### src/rtl/chirp_pkg.sv
package chirp_pkg;

    typedef enum logic [1:0] {
        LS_SE0 = 2'b00,
        LS_J   = 2'b01,
        LS_K   = 2'b10,
        LS_SE1 = 2'b11
    } line_e;

    typedef enum logic [1:0] {
        PH_IDLE   = 2'b00,
        PH_WANT_K = 2'b01,
        PH_WANT_J = 2'b10
    } phase_e;

    // Output of the level qualifier: a one-cycle hit with the accepted level.
    typedef struct packed {
        logic  hit;
        line_e lvl;
    } qual_t;

    // The verdict produced by the sequencer in one cycle.
    typedef struct packed {
        logic ok;
        logic bad;
    } verdict_t;

    function automatic line_e wanted_level(phase_e ph);
        return (ph == PH_WANT_J) ? LS_J : LS_K;
    endfunction

    function automatic phase_e other_phase(phase_e ph);
        return (ph == PH_WANT_K) ? PH_WANT_J : PH_WANT_K;
    endfunction

endpackage

### src/rtl/chirp_qual.sv
module chirp_qual
    import chirp_pkg::*;
#(
    parameter int QUAL_CYC = 150
) (
    input  logic  clk,
    input  logic  rst,
    input  logic  restart,
    input  line_e line_in,
    output qual_t qual
);
    localparam int RUN_W = $clog2(QUAL_CYC + 2);
    localparam logic [RUN_W-1:0] RUN_HIT = RUN_W'(QUAL_CYC);
    localparam logic [RUN_W-1:0] RUN_SAT = RUN_W'(QUAL_CYC + 1);

    line_e            samp_q;
    logic [RUN_W-1:0] run_q;

    // run_q holds how many consecutive edges have captured samp_q.
    // It stops one past the hit value, so each run is accepted only once.
    always_ff @(posedge clk) begin
        if (rst) begin
            samp_q <= LS_SE1;
            run_q  <= '0;
        end else begin
            samp_q <= line_in;
            if (restart || (line_in != samp_q))
                run_q <= RUN_W'(1);
            else if (run_q != RUN_SAT)
                run_q <= run_q + RUN_W'(1);
        end
    end

    always_comb begin
        qual.lvl = samp_q;
        qual.hit = (run_q == RUN_HIT) && (samp_q != LS_SE1);
    end

endmodule

### src/rtl/chirp_seq.sv
module chirp_seq
    import chirp_pkg::*;
#(
    parameter int CHIRPS = 6,
    localparam int CNT_W = $clog2(CHIRPS + 1)
) (
    input  logic             clk,
    input  logic             rst,
    input  logic             start,
    input  qual_t            qual,
    output verdict_t         verdict,
    output logic             busy,
    output logic [CNT_W-1:0] chirp_cnt
);
    localparam logic [CNT_W-1:0] CNT_DONE = CNT_W'(CHIRPS);

    phase_e           phase_q;
    logic [CNT_W-1:0] cnt_q;
    verdict_t         verdict_q;
    logic [CNT_W-1:0] cnt_inc;
    logic             take_data;
    logic             take_se0;

    always_comb begin
        cnt_inc   = cnt_q + CNT_W'(1);
        take_data = (phase_q != PH_IDLE) && qual.hit
                    && (qual.lvl == wanted_level(phase_q));
        take_se0  = (phase_q != PH_IDLE) && qual.hit && (qual.lvl == LS_SE0);
    end

    always_ff @(posedge clk) begin
        if (rst) begin
            phase_q   <= PH_IDLE;
            cnt_q     <= '0;
            verdict_q <= '0;
        end else begin
            verdict_q <= '0;
            if (start) begin
                phase_q <= PH_WANT_K;
                cnt_q   <= '0;
            end else if (take_se0) begin
                verdict_q.bad <= 1'b1;
                phase_q       <= PH_IDLE;
            end else if (take_data) begin
                cnt_q <= cnt_inc;
                if (cnt_inc == CNT_DONE) begin
                    verdict_q.ok <= 1'b1;
                    phase_q      <= PH_IDLE;
                end else begin
                    phase_q <= other_phase(phase_q);
                end
            end
        end
    end

    assign verdict   = verdict_q;
    assign busy      = (phase_q != PH_IDLE);
    assign chirp_cnt = cnt_q;

endmodule

### src/rtl/chirp_validator.sv
module chirp_validator
    import chirp_pkg::*;
#(
    parameter int QUAL_CYC = 150,
    parameter int CHIRPS   = 6,
    localparam int CNT_W   = $clog2(CHIRPS + 1)
) (
    input  logic       clk,
    input  logic       rst,
    input  logic       start,
    input  logic [1:0] line_state,
    output logic       chirp_valid,
    output logic       chirp_invalid,
    output logic       busy
);
    qual_t            qual;
    verdict_t         verdict;
    logic [CNT_W-1:0] chirp_cnt;

    chirp_qual #(.QUAL_CYC(QUAL_CYC)) u_qual (
        .clk     (clk),
        .rst     (rst),
        .restart (start),
        .line_in (line_e'(line_state)),
        .qual    (qual)
    );

    chirp_seq #(.CHIRPS(CHIRPS)) u_seq (
        .clk       (clk),
        .rst       (rst),
        .start     (start),
        .qual      (qual),
        .verdict   (verdict),
        .busy      (busy),
        .chirp_cnt (chirp_cnt)
    );

    assign chirp_valid   = verdict.ok;
    assign chirp_invalid = verdict.bad;

endmodule

### config.mk
export PLATFORM = sky130hd
export DESIGN_NAME = chirp_validator
export DESIGN_NICKNAME = d
export VERILOG_FILES = /design/src/rtl/chirp_pkg.sv /design/src/rtl/chirp_qual.sv /design/src/rtl/chirp_seq.sv /design/src/rtl/chirp_validator.sv
export SDC_FILE = /design/constraint.sdc
export NUM_CORES = 1
export LEC_CHECK = 0
export ABC_CLOCK_PERIOD_IN_PS = 2050
export CAP_MARGIN = 30
export CORE_MARGIN = 3
export CORE_UTILIZATION = 40
export CTS_BUF_LIST = sky130_fd_sc_hd__clkbuf_8
export CTS_CLUSTER_DIAMETER = 200
export DETAILED_ROUTE_END_ITERATION = 10
export GPL_TIMING_DRIVEN = 0
export PLACE_DENSITY = 0.65
export SLEW_MARGIN = 20
export SYNTH_ARGS = -nofsm -noshare
export SYNTH_HDL_FRONTEND = slang
export SYNTH_HIERARCHICAL = 1
export SYNTH_SLANG_ARGS = --single-unit
### constraint.sdc
create_clock -name clk -period 2.05 [get_ports clk]
set_input_delay 0.41 -clock clk [delete_from_list [all_inputs] [get_ports clk]]
set_output_delay 0.41 -clock clk [all_outputs]
set_load 0.02 [all_outputs]
# Word-level counts from Yosys, hierarchy flattened

Cells that the tools add are included.

Bitwise gates (word level): 2
Add/sub/neg operators: 2
Multiplexer cells: 10
Equal/unequal tests: 8
Reductions and logical operators: 14

Operator list:

| kind                                                                   | count |
|---|---|
| 8-bit by 1-bit adder with 8-bit output (second input constant)         | 1 |
| 8-bit equality test (second input constant)                            | 1 |
| 8-bit != test (second input constant)                                  | 1 |
| 1-bit 2-to-1 mux                                                       | 7 |
| 2-bit 2-to-1 mux                                                       | 3 |
| 1-bit logical AND                                                      | 4 |
| 2-bit nonzero test                                                     | 2 |
| 2-bit OR reduction                                                     | 2 |
| 4-bit OR reduction                                                     | 1 |
| 3-bit by 1-bit adder with 3-bit output (second input constant)         | 1 |
| 3-bit equality test (second input constant)                            | 1 |
| 3-bit nonzero test                                                     | 1 |
| 3-bit OR reduction                                                     | 1 |
| 2-bit by 1-bit equality test with 1-bit output (second input constant) | 1 |
| 2-bit equality test                                                    | 1 |
| 2-bit equality test (second input constant)                            | 1 |
| 2-bit logical NOT                                                      | 1 |
| 2-bit != test                                                          | 1 |
| 2-bit != test (second input constant)                                  | 1 |
| 1-bit inverter                                                         | 2 |
| 2-bit AND reduction                                                    | 1 |
| 1-bit logical OR                                                       | 1 |

Bits in registers: 17
Output and inout port bits: 3
Word-level logic and storage cells: 44
Input bits: 5

# Depth between registers and ports, before layout

Depth after elaboration: 7
Mapped depth: 7
Gate-level depth less buffers: 7

# By module

The synthesis kept the hierarchy.

By module, submodules not included:

| module     | cells each | seq. area each (µm²) | times used | area each (µm²) |
|---|---|---|---|---|
| chirp_qual | 56         | 200.2                | 1          | 511.7 |
| chirp_seq  | 43         | 140.1                | 1          | 402.9 |

# Least setup slack after synthesis

No wires, ideal clock.

Path type: register -> register
Start point: reg u_qual.run_q[3]
End point: reg u_seq.verdict_q (netlist bit u_seq/verdict[1])
Setup time: 0.118 ns
Data arrival time: 1.782 ns
Slack: 0.151 ns
Stages on the path, launching flop included: 5
Period minus slack after synthesis: 1.899 ns
Data required time: 1.932 ns
Buffers on the path: 0
Cell sequence: dfxtp_1 -> nand4bb_1 -> nor4_1 -> or3b_1 -> o2111a_1

RTL lines:

| item                   | line             | text |
|---|---|---|
| start, declared        | chirp_qual.sv:17 | `logic [RUN_W-1:0] run_q;` |
| start signal, assigned | chirp_qual.sv:30 | `run_q <= run_q + RUN_W'(1);` |
| end, declared          | chirp_seq.sv:19  | `verdict_t verdict_q;` |

==> impl_results.md <==
* Clock Latency Late Sink at 0.25 ns
* Total length of routed wires at 1.69 mm
* Tmin final at 1.92 ns
* Hold crit path type: reg2reg
* Clock Tree Root: clkbuf_8
* CTS tree: built
* Post-synthesis cell type count at 39
* Leakage at 0.000375 uW
* Maximum fanout count along the critical path at 7
* Met1 usage at 18.7%
* Setup-violating endpoint count in the final report at 0
* Mean instance size in the synthesized netlist at 9.24 um2
* DR iter-0 viols at 11
* Final #Nets at 121
* Buffers from clock root to sink, at most at 2
* Cells after Synth at 99
* Measured slew at the worst slew-check pin at 0.365 ns
* Maximum number of pins on one net before global-route repair at 12
* Clock transition at the registers of the reported paths at 0.07 ns
* Htree depth at 1
* Total of max-cap violations at 0
* Mean number of vias per cell at 5.61
* Arrival @ worst endpoint at 2.07 ns
* CP Data Required Time at 2.20 ns
* Share of synthesized area occupied by flip-flops and latches at 37.2%
* Post-route cell area at 0.00108 mm2
* Site row count at 16
* Antenna diode instance count at 0
* Drt drc at 0
* First-pass GRT wire length at 3.02 mm
* Fraction of registers with async set or reset after synthesis at 0%
* Pins Over Slew Limit at 0
* Overall die width at 53.8 um
* Critical path class: reg2reg
* Final Skew at 0.00264 ns
* Routed wirelength normalized by instance count at 12.4 um
* Area Growth Syn to Fin at 18.1%
* Initial core utilization at 44.4%
* Total nets after synthesis at 109
* Peak supply drop at 500 uV
* Slew Limit Headroom at 75.6%
* Synth warn at 6
* Total Die Area at 0.00290 mm2
* Power per standard cell area at 599 mW/mm2
* Final critical-path setup slack at 0.127 ns
* Number of failing hold endpoints at the final stage at 0
* Total gr overflow at 0
* Maximum clock frequency at 520 MHz
* Via count of the first global-routing pass at 694
* Met2 GRT Util at 22.8%
* Setup crit end kind: flip-flop
* Via count at 768
* Remaining antenna violation count at 0
* Grt peak-use layer: met2
* RSZ-0062 raised after global routing: false
* Routability congestion estimate from global placement at 0.788
* Number of antenna violations at the first check in global routing at 0
* EDFF count, synth at 0
* Detail Placement HPWL at 1.22 mm
* Num CTS Buffers at 3
* Met3 capacity usage during global routing at 4.99%
* Outcome: finished clean
* Overall track demand over capacity in global routing at 14.6%
* Setup slack at placement at -0.139 ns
* TritonCTS Sinks at 17
* Portion of the clock cycle consumed by the worst path in the final layout at 93.8%
* Critical path launch point type: flip-flop
* Overall die height at 53.8 um
* Hold buffer count at cts at 0
* Pre-antenna DRT Iters at 4
* Number of buffer cells added on primary ports at 7
* Post-synth design cell area at 915 um2
* Placed standard-cell area at 0.00102 mm2
* Number of top-level design ports at 8
* Fraction of layout cells with a size suffix above 1 at 10.0%
* Post-synth top flop: dfxtp_1
* Placeable core region at 0.00206 mm2
* FF+latch count, synth at 17
## timing repair
item                       CTS  global route
buffers inserted             0             0
hold endpoints to repair     0             0
setup endpoints to repair    3             3
resized for setup            1             1
pin swaps                    0             1
## worst paths after layout
check,from,end,slack [ns],cells past startpoint
max reg2reg,u_qual/run_q[2]$_SDFFE_PP0P_,u_seq/verdict[1]$_SDFF_PP0_,0.13,4
max,u_qual/run_q[2]$_SDFFE_PP0P_,u_seq/verdict[1]$_SDFF_PP0_,0.13,4
min reg2reg,u_qual/run_q[7]$_SDFFE_PP0P_,u_qual/run_q[7]$_SDFFE_PP0P_,0.49,2
min,u_qual/run_q[7]$_SDFFE_PP0P_,u_qual/run_q[7]$_SDFFE_PP0P_,0.49,2
## kinds of logic (layout without fill, tap and decap cells)
family,after synthesis,in the layout,synth area share [%]
mux,3,3,3.28
fa+ha+maj,5,5,6.84
compound gates,20,20,15.9
flops,17,17,37.2
simple gates,42,42,28.3
buf+inv,7,18,3.69
xor+xnor,5,5,4.79
## cell usage in the layout, fill, tap and decap left out, types with 2 or more instances in the layout
master           instances
dfxtp_1                 17
ha_1                     5
xor2_1                   3
nor3_1                   3
nand2_1                  6
nand3_1                  4
inv_1                    6
clkdlybuf4s50_1          7
o21ai_0                  5
or3_1                    5
nor2_1                   6
nand3b_1                 2
xnor2_1                  2
or2_2                    2
nand4bb_1                2
mux2i_1                  3
a211oi_1                 2
clkbuf_8                 3
a21oi_1                  3
## power breakdown
group,switching [uW],internal [uW],total (uW)
registers,10.5,337,347
logic,22.9,26.1,49.0
clock network,116,135,250
total,149,497,646
## layer usage
layer / vias up / share of wire [%]
li1: 388 / -
met1: 356 / 50
met2: 22 / 44
met3: 2 / 5.5
met4: 0 / 1.1
met5: - / 0
## flip-flops by register name (all words and copies together), names as in the netlist
register,flops
u_seq/verdict,2
u_qual/run_q,8
u_seq/phase_q,2
u_qual/samp_q,2
u_seq/chirp_cnt,3
## synth_stat cells (all sizes together), types with 2 or more instances
cell type,number,area [um2]
nor4,2,12.5
nor2,6,22.5
a21oi,3,15.0
or3,5,31.3
nand3b,2,15.0
inv,6,22.5
nand2,6,22.5
or2,3,18.8
a211oi,2,15.0
dfxtp,17,340
xor2,3,26.3
mux2i,3,30.0
nand4bb,2,22.5
ha,5,62.6
nand3,4,20.0
xnor2,2,17.5
o21ai,6,30.0
nor3,4,25.0
## area by class of cell
class	instances	area, um2
Buffer	1	11.3
Clock buffer	3	41.3
Clock inverter	1	5.00
Fill cell	211	982
Inverter	6	22.5
Multi-Input combinational cell	75	556
Sequential cell	17	340
Tap cell	27	33.8
Timing Repair Buffer	7	70.1
## critical path, stage by stage (launching register included)
cell and delay, ns:
dfxtp_1 0.42, nand4bb_1 0.34, nor4_4 0.35, or3b_1 0.46, o2111a_1 0.26
## through the flow
| stage | util [%] | setup TNS [ns] | hold WS (ns) | instances | total power (uW) |
|---|---|---|---|---|---|
| after floorplan | - | 0 | 0.455 | 99 | 382 |
| after global placement | 49.4 | -0.293 | 0.472 | 133 | 402 |
| after detailed placement | 49.4 | -0.265 | 0.478 | 133 | 404 |
| after CTS | 51.9 | 0 | 0.491 | 137 | 655 |
| after global routing | 52.4 | 0 | 0.524 | 137 | 673 |
| final | 52.4 | 0 | 0.489 | 137 | 646 |
(Power assumes the default switching activity.)
